[config.mk]
export PLATFORM = sky130hd
export DESIGN_NAME = bcd_alarm_cmp
export DESIGN_NICKNAME = d
export VERILOG_FILES = /design/src/rtl/bcd_alarm_pkg.sv /design/src/rtl/bcd_range_chk.sv /design/src/rtl/alarm_field_cmp.sv /design/src/rtl/bcd_alarm_cmp.sv
export SDC_FILE = /design/constraint.sdc
export NUM_CORES = 1
export LEC_CHECK = 0
export ABC_AREA = 1
export BUFFER_PORTS_ARGS = -buffer_cell sky130_fd_sc_hd__buf_2
export CORE_ASPECT_RATIO = 0.6
export CORE_MARGIN = 1.5
export CORE_UTILIZATION = 40
export CTS_CLUSTER_DIAMETER = 150
export DETAILED_ROUTE_END_ITERATION = 12
export PLACE_DENSITY = 0.76
export SYNTH_ARGS = -nofsm -noshare
export SYNTH_HDL_FRONTEND = slang
export SYNTH_SLANG_ARGS = --single-unit
[constraint.sdc]
create_clock -name clk_i -period 2.6 [get_ports clk_i]
set_clock_uncertainty 0.15 [all_clocks]
set_input_delay 0.39 -clock clk_i [delete_from_list [all_inputs] [get_ports clk_i]]
set_output_delay 0.39 -clock clk_i [all_outputs]
set_load 0.05 [all_outputs]
[src/rtl/bcd_alarm_pkg.sv]
package bcd_alarm_pkg;
  localparam int NUM_FIELDS = 5;
  localparam int HOUR_IDX   = 2;
  localparam int DATA_W     = 32;

  // field order: sec, min, hour, month, mday
  function automatic int fld_lsb(int i);
    case (i)
      0: return 0;  1: return 8;  2: return 16;  3: return 16;
      default: return 24;
    endcase
  endfunction

  function automatic int fld_w(int i);
    case (i)
      0, 1: return 7;  2: return 6;  3: return 5;
      default: return 6;
    endcase
  endfunction

  function automatic int fld_en(int i);
    case (i)
      0: return 7;  1: return 15;  2, 3: return 23;
      default: return 31;
    endcase
  endfunction

  // 0: time-alarm word, 1: calendar-alarm word
  function automatic bit fld_in_cal(int i);
    return i >= 3;
  endfunction

  function automatic int fld_lo(int i);
    return (i >= 3) ? 1 : 0;
  endfunction

  function automatic int fld_hi(int i);
    case (i)
      0, 1: return 59;  2: return 23;  3: return 12;
      default: return 31;
    endcase
  endfunction
endpackage

[src/rtl/bcd_range_chk.sv]
module bcd_range_chk (
  input  logic [7:0] val_i,
  input  logic [7:0] lo_i,
  input  logic [7:0] hi_i,
  output logic       ok_o
);
  logic [7:0] bin;
  assign bin  = 8'(val_i[7:4]) * 8'd10 + 8'(val_i[3:0]);
  assign ok_o = (val_i[7:4] <= 4'd9) && (val_i[3:0] <= 4'd9) &&
                (bin >= lo_i) && (bin <= hi_i);
endmodule

[src/rtl/alarm_field_cmp.sv]
module alarm_field_cmp #(
  parameter int W = 7
) (
  input  logic         en_i,
  input  logic [W-1:0] alarm_i,
  input  logic [W-1:0] cur_i,
  output logic         hit_o
);
  assign hit_o = !en_i || (alarm_i == cur_i);
endmodule

[src/rtl/bcd_alarm_cmp.sv]
module bcd_alarm_cmp
  import bcd_alarm_pkg::*;
(
  input  logic              clk_i,
  input  logic              rst_ni,
  input  logic              tick_i,
  input  logic [DATA_W-1:0] time_i,
  input  logic [DATA_W-1:0] cal_i,
  input  logic              twelve_hr_i,
  input  logic              tim_alr_we_i,
  input  logic              cal_alr_we_i,
  input  logic [DATA_W-1:0] wdata_i,
  output logic              alarm_o,
  output logic              tim_alr_bad_o,
  output logic              cal_alr_bad_o
);
  logic [DATA_W-1:0]     tim_alr_q, cal_alr_q;
  logic [NUM_FIELDS-1:0] en_v, hit_v, fld_ok;
  logic                  alarm_d;

  always_ff @(posedge clk_i or negedge rst_ni) begin
    if (!rst_ni) begin
      tim_alr_q <= '0;
      cal_alr_q <= '0;
    end else begin
      if (tim_alr_we_i) tim_alr_q <= wdata_i;
      if (cal_alr_we_i) cal_alr_q <= wdata_i;
    end
  end

  for (genvar g = 0; g < NUM_FIELDS; g++) begin : g_fld
    localparam int  LSB = fld_lsb(g);
    localparam int  W   = fld_w(g);
    localparam int  EN  = fld_en(g);
    localparam bit  CAL = fld_in_cal(g);
    localparam int  CW  = (g == HOUR_IDX) ? W + 1 : W;
    logic [W-1:0]  a_fld;
    logic [CW-1:0] a_cmp, c_cmp;
    logic [7:0]    lo, hi;
    logic          rng_ok;

    if (CAL) begin : g_cal
      assign a_fld  = cal_alr_q[LSB +: W];
      assign en_v[g] = cal_alr_q[EN];
    end else begin : g_tim
      assign a_fld  = tim_alr_q[LSB +: W];
      assign en_v[g] = tim_alr_q[EN];
    end

    if (g == HOUR_IDX) begin : g_hour
      // AM/PM bit joins the compare only in 12-hour mode
      assign a_cmp = {tim_alr_q[LSB+W] & twelve_hr_i, a_fld};
      assign c_cmp = {time_i[LSB+W] & twelve_hr_i, time_i[LSB +: W]};
      assign lo    = twelve_hr_i ? 8'd1  : 8'(fld_lo(g));
      assign hi    = twelve_hr_i ? 8'd12 : 8'(fld_hi(g));
    end else begin : g_plain
      assign a_cmp = a_fld;
      assign c_cmp = CAL ? cal_i[LSB +: W] : time_i[LSB +: W];
      assign lo    = 8'(fld_lo(g));
      assign hi    = 8'(fld_hi(g));
    end

    bcd_range_chk u_rng (
      .val_i(8'(a_fld)),
      .lo_i (lo),
      .hi_i (hi),
      .ok_o (rng_ok)
    );

    alarm_field_cmp #(.W(CW)) u_cmp (
      .en_i   (en_v[g]),
      .alarm_i(a_cmp),
      .cur_i  (c_cmp),
      .hit_o  (hit_v[g])
    );

    assign fld_ok[g] = !en_v[g] || rng_ok;
  end

  assign tim_alr_bad_o = !(&fld_ok[HOUR_IDX:0]);
  assign cal_alr_bad_o = !(&fld_ok[NUM_FIELDS-1:HOUR_IDX+1]);
  assign alarm_d = tick_i && (|en_v) && (&hit_v) && !tim_alr_bad_o && !cal_alr_bad_o;

  always_ff @(posedge clk_i or negedge rst_ni) begin
    if (!rst_ni) alarm_o <= 1'b0;
    else         alarm_o <= alarm_d;
  end

  logic unused_bits;
  assign unused_bits = ^{tim_alr_q[31:24], cal_alr_q[15:0], cal_alr_q[22:21], cal_alr_q[30],
                         time_i[31:23], time_i[15], time_i[7], cal_i[31:30], cal_i[23:21],
                         cal_i[15:0]};

  assert_pulse_after_tick_R5: assert property (@(posedge clk_i) disable iff (!rst_ni)
    alarm_o |-> $past(tick_i));

  assert_quiet_when_bad_R9: assert property (@(posedge clk_i) disable iff (!rst_ni)
    alarm_o |-> $past(!tim_alr_bad_o && !cal_alr_bad_o));

  assert_none_enabled_R4: assert property (@(posedge clk_i) disable iff (!rst_ni)
    $past(!tim_alr_q[7] && !tim_alr_q[15] && !tim_alr_q[23] && !cal_alr_q[23] && !cal_alr_q[31])
    |-> !alarm_o);

  assert_cal_flag_holds_R8: assert property (@(posedge clk_i) disable iff (!rst_ni)
    !$past(cal_alr_we_i) |-> $stable(cal_alr_bad_o));
endmodule

== Word level (Yosys, flattened, before mapping) ==
Cells that the tools add are included.
Cells by class
  $add $sub $neg: 5
  multipliers: 5
  $lt $le $gt $ge: 20
  eq/ne operators: 5
  mux-type cells: 2
  bitwise operators: 2
  reductions and logical operators: 40
Operators with widths (number)
  >= comparator 8 x 1 -> 1 bit (second input constant): 4
  == test 7 bit: 3
  less-or-equal comparator 4 bit (second input constant): 5
  logical AND 1 bit: 19
  adder 7 x 4 -> 8 bit: 2
  adder 8 x 4 -> 8 bit: 2
  less-or-equal comparator 8 x 6 -> 1 bit (second input constant): 2
  multiplier 3 x 3 -> 6 bit (second input constant): 2
  logical OR 1 bit: 10
  multiplier 2 x 3 -> 5 bit (second input constant): 2
  >= comparator 8 x 1 -> 1 bit: 1
  less-or-equal comparator 2 x 4 -> 1 bit (second input constant): 2
  less-or-equal comparator 3 x 4 -> 1 bit (second input constant): 2
  less-or-equal comparator 8 x 4 -> 1 bit (second input constant): 1
  less-or-equal comparator 8 x 5 -> 1 bit: 1
  less-or-equal comparator 8 x 5 -> 1 bit (second input constant): 1
  adder 6 x 4 -> 7 bit: 1
  zero test 1 bit: 7
  == test 6 bit: 1
  == test 5 bit: 1
  two-way mux 5 bit: 1
  AND reduction 5 bit: 1
  OR reduction 5 bit: 1
  less-or-equal comparator 1 x 4 -> 1 bit (second input constant): 1
  5 further kinds: 6
Word-level totals
  bits in registers: 57
  input port bits: 102
  output and inout port bits: 3
  logic and storage cells: 82

== Logic depth before layout (Yosys ltp) ==
  depth in word-level cells: 9
  mapped depth: 18

== Hierarchy ==
Synthesis repeated with hierarchy kept, for this count alone.
Unflattened totals
  cells, all modules: 845
  area, all modules: 5895.7 sq um
Modules (own cells, without submodules)
  bcd_range_chk: times used 5, cells an instance 114, area each 726.9 sq um, sequential area each 0.0 sq um
  bcd_alarm_cmp: times used 1, cells an instance 114, area each 1616.6 sq um, sequential area each 950.9 sq um
  alarm_field_cmp at g_fld[0].u_cmp ...: times used 3, cells an instance 34, area each 137.6 sq um, sequential area each 0.0 sq um
  alarm_field_cmp at g_fld[4].u_cmp: times used 1, cells an instance 35, area each 135.1 sq um, sequential area each 0.0 sq um
  alarm_field_cmp at g_fld[3].u_cmp: times used 1, cells an instance 24, area each 96.3 sq um, sequential area each 0.0 sq um

== Worst setup path after synthesis ==
OpenSTA, ideal clock, no wires.
  path type: register to output
  start point: reg tim_alr_q[17]
  end point: out tim_alr_bad_o
  arrival time: 2.111 ns
  path slack: -0.051 ns
  stages on the path, launching flop included: 18
  buffers on the path: 0
  cells stage by stage: dfrtp_1 > ha_1 > fa_1 > inv_1 > nand2_1 > nand2_1 > inv_1 > ha_1 > nand2_1 > inv_1 > nand2_1 > nand2_1 > nand2_1 > nand2_1 > nand2_1 > nand2_1 > nand2_2 > nand3_2
On the way
  longest elaborated chain between the ends: 7
  elaborated cells on any way between the ends: 10
RTL lines
  from (decl): line bcd_alarm_cmp.sv:17  | logic [DATA_W-1:0] tim_alr_q, cal_alr_q;
  from (signal assigned): line bcd_alarm_cmp.sv:26  | if (tim_alr_we_i) tim_alr_q <= wdata_i;
  adder 6 x 4 -> 7 bit / less-or-equal comparator 4 bit (equally long branches): line bcd_range_chk.sv:8, bcd_range_chk.sv:9
  >= comparator 8 x 1 -> 1 bit / logical AND 1 bit (equally long branches): line bcd_range_chk.sv:10, bcd_range_chk.sv:9
  logical AND 1 bit: line bcd_range_chk.sv:9  | assign ok_o = (val_i[7:4] <= 4'd9) && (val_i[3:0] <= 4'd9) &&
  logical AND 1 bit (*): line bcd_range_chk.sv:10  | (bin >= lo_i) && (bin <= hi_i);
  logical OR 1 bit (*): line bcd_alarm_cmp.sv:77  | assign fld_ok[g] = !en_v[g] || rng_ok;
  AND reduction 3 bit (*): line bcd_alarm_cmp.sv:80  | assign tim_alr_bad_o = !(&fld_ok[HOUR_IDX:0]);
  zero test 1 bit (*): line bcd_alarm_cmp.sv:80
  to (decl): line bcd_alarm_cmp.sv:14  | output logic tim_alr_bad_o,
Mark *: on every way between the ends. The rest lies on a longest branch, timed or not.

== Final worst setup path ==
  start point: reg tim_alr_q[20]
  end point: out tim_alr_bad_o
On the way
  longest elaborated chain between the ends: 8
  elaborated cells on any way between the ends: 11
RTL lines
  multiplier 2 x 3 -> 5 bit: line bcd_range_chk.sv:8  | assign bin = 8'(val_i[7:4]) * 8'd10 + 8'(val_i[3:0]);
  adder 6 x 4 -> 7 bit: line bcd_range_chk.sv:8
  >= comparator 8 x 1 -> 1 bit: line bcd_range_chk.sv:10
  logical AND 1 bit: line bcd_range_chk.sv:9
  logical AND 1 bit (*): line bcd_range_chk.sv:10
  logical OR 1 bit (*): line bcd_alarm_cmp.sv:77
  AND reduction 3 bit (*): line bcd_alarm_cmp.sv:80
  zero test 1 bit (*): line bcd_alarm_cmp.sv:80
Marks and branches as above.

==> flow_metrics.tcl <==
set metrics [dict create \
    tns_ps -425.6 \
    nets 607 \
    portBuffers 71 \
    fin_util 0.5443 \
    crit_path_start_kind "flop" \
    first_global_vias 2430 \
    synth-seq-cells 38 \
    cts_made_buffers 5 \
    die_area_um2 7745 \
    start_util 0.4229 \
    status "complete, but fails checks" \
    period_share 1.164 \
    p_int_uw 1451 \
    required_ps 2060 \
    synth_area_leaders "dfrtp_1, nand2_1, ha_1" \
    p_comb_frac 0.337 \
    fin_hold_ws_ps 63.20 \
    detail-route-antenna-nets 0 \
    critPathKind "reg2out" \
    yosysSeqAreaShare 0.3297 \
    setup_ws_ps -425.6 \
    drt-total-wl_mm 6.958 \
    maxCapViolCount 0 \
    rsz0062_at_grt "true" \
    core_region_area_um2 6820 \
    fin_total_pwr_uw 2142 \
    clockPowerShare 0.335 \
    htree_num_levels 2 \
    area_delta_synth_final_pct 28.72 \
    dpl.hpwl_mm 5.377 \
    grt_pass1_wl_mm 11.08 \
    drive_gt1_frac 0.2779 \
    period_needed_ps 3026 \
    yosysTopAreaCell "dfrtp_1" \
    ys.flop_type "dfrtp_1" \
    dp_slack_ps -258.2 \
    netlist_area_um2 2884 \
    drtIter0Drc 94 \
    ctsHoldBuffers 0 \
    yosysTopAreaCellShare 0.3297 \
    avgSynthCellArea_um2 7.472 \
    yosysMostFrequentCell "nand2_1" \
    first_pass_iters 5 \
    syn_nets 518 \
    p_sw_frac 0.3226 \
    hp-class "in2async" \
    antenna_found_initial 0 \
    die_w_um 112.6 \
    worstMarginPinSlew_ps 881.2 \
    p_leak_uw 0.001978 \
    insertedDiodeCount 0 \
    drc 0 \
    io_pins 105 \
    viasPerCell 4.708 \
    num_rows 23 \
    fmax_mhz 330.5 \
    wl_per_cell_um 12.38 \
    finalHoldViolations 0 \
    synth_common_cells "nand2_1, inv_1, dfrtp_1" \
    p_seq_frac 0.328 \
    synth_enable_flop_cells 0 \
    path_clk_slew_ps 60 \
    power.density_nw_per_um2 577.0 \
    clock-root-buffer "clkbuf_16" \
    synthCells 386 \
    grt_max_degree 39 \
    crit_arrival_ps 2490 \
    num_vias 2646 \
    grtUsageTotal 0.1870 \
    worstPathMaxFanout 2 \
    end_kind "output port" \
    ys_warn_count 0 \
    die_height_um 68.77 \
    clockBufferDepth 2 \
    p_switching_uw 690.9 \
    report.final.setup_viol 1 \
    reg2reg_depth 19 \
    violations "negative setup slack" \
    place_congestion 0.8505 \
    relSlewSlack 0.4125 \
    cts.sinks 38 \
    ir_drop_v 0.0002361 \
    cts_tree "yes" \
    grt_overflow_total 0 \
    yosysUniqueCellTypes 26 \
    synthArstFlopShare 1.000 \
    worstSkewPairLatency_ps 290 \
    maxSlewViolCount 0 \
]
## sequential cells by signal, summed over array words and instances (netlist names)
signal,cells
tim_alr_q,24
cal_alr_q,13
alarm_o,1
## power by group through the flow
stage / sequential [µW] / combinational [µW] / clock [µW]
after floorplan: 704 / 442 / 0
after global placement: 712 / 627 / 0
after detailed placement: 714 / 651 / 0
after CTS: 704 / 676 / 741
after global routing: 712 / 817 / 752
final: 703 / 722 / 717
## kinds of logic after synthesis
family                   after synthesis  share of synthesized area
AND/OR/NAND/NOR                      175                     0.2490
buffers and inverters                 64                    0.08373
AO/OA/AOI/OAI                         43                    0.07809
flip-flops                            38                     0.3297
adder cells (fa/ha/maj)               30                     0.1406
XOR/XNOR                              25                    0.07592
multiplexers                          11                    0.04295
## through the flow
step | area [µm²] | std cells
after floorplan | 2892 | 386
after global placement | 3445 | 553
after detailed placement | 3445 | 553
after CTS | 3651 | 561
after global routing | 3712 | 562
final | 3712 | 562
## critical path, cell delays in order, from the launching register on
cell,delay [ps]
dfrtp_1,390
ha_2,220
fa_2,370
inv_2,60
nand2_2,50
nand2_2,80
inv_2,50
ha_4,260
nand2_4,50
inv_2,50
nand2_2,40
nand2_1,60
nand2_1,50
nand2_1,50
nand2_1,50
nand2_1,80
nand2_2,60
nand3_4,70
buf_8,150
## final cells by class
class | instances | area [µm²]
Clock buffer | 6 | 138.9
Inverter | 58 | 217.7
Multi-Input combinational cell | 284 | 1763
Timing Repair Buffer | 88 | 503.0
Clock inverter | 1 | 30.03
Tap cell | 87 | 108.9
Fill cell | 635 | 3108
Sequential cell | 38 | 950.9
## layer usage
metal	part of all wire	track usage
met4	0.011	0.05222
met1	0.49	0.2481
met5	0	0
met3	0.058	0.05420
met2	0.44	0.3026
## cells in the final DEF (no fill, tap or decap), types with 2 or more instances in the layout
cell / instances
inv_1: 52
a21oi_1: 9
dfrtp_1: 38
o21bai_1: 2
mux2_2: 11
nand2_1: 106
buf_4: 17
or2_1: 2
buf_2: 69
inv_2: 6
clkbuf_16: 5
nand2_2: 7
fa_1: 2
nand3_1: 17
ha_1: 22
ha_2: 2
nor2_1: 31
fa_2: 2
ha_4: 2
nand4_1: 4
nor2_2: 2
buf_8: 2
xnor2_1: 17
o21ai_0: 29
xor2_1: 8
## repair_timing
item	4_1_cts	5_1_grt
endpoints found under the setup margin	2	3
pin swaps	0	11
buffers inserted	1	1
resized for setup	7	18
## worst paths after layout
path / startpoint / endpoint / slack (ps)
worst max-delay path: tim_alr_q[20] / tim_alr_bad_o / -430
worst min-delay path: rst_ni / tim_alr_q[8] / 60
worst max register to register: tim_alr_q[20] / alarm_o / 140
worst min register to register: tim_alr_q[22] / tim_alr_q[22] / 380
max in group asynchronous: rst_ni / tim_alr_q[22] / 1660
min in group clk_i: wdata_i[10] / tim_alr_q[10] / 160
(Power assumes the default switching activity.)
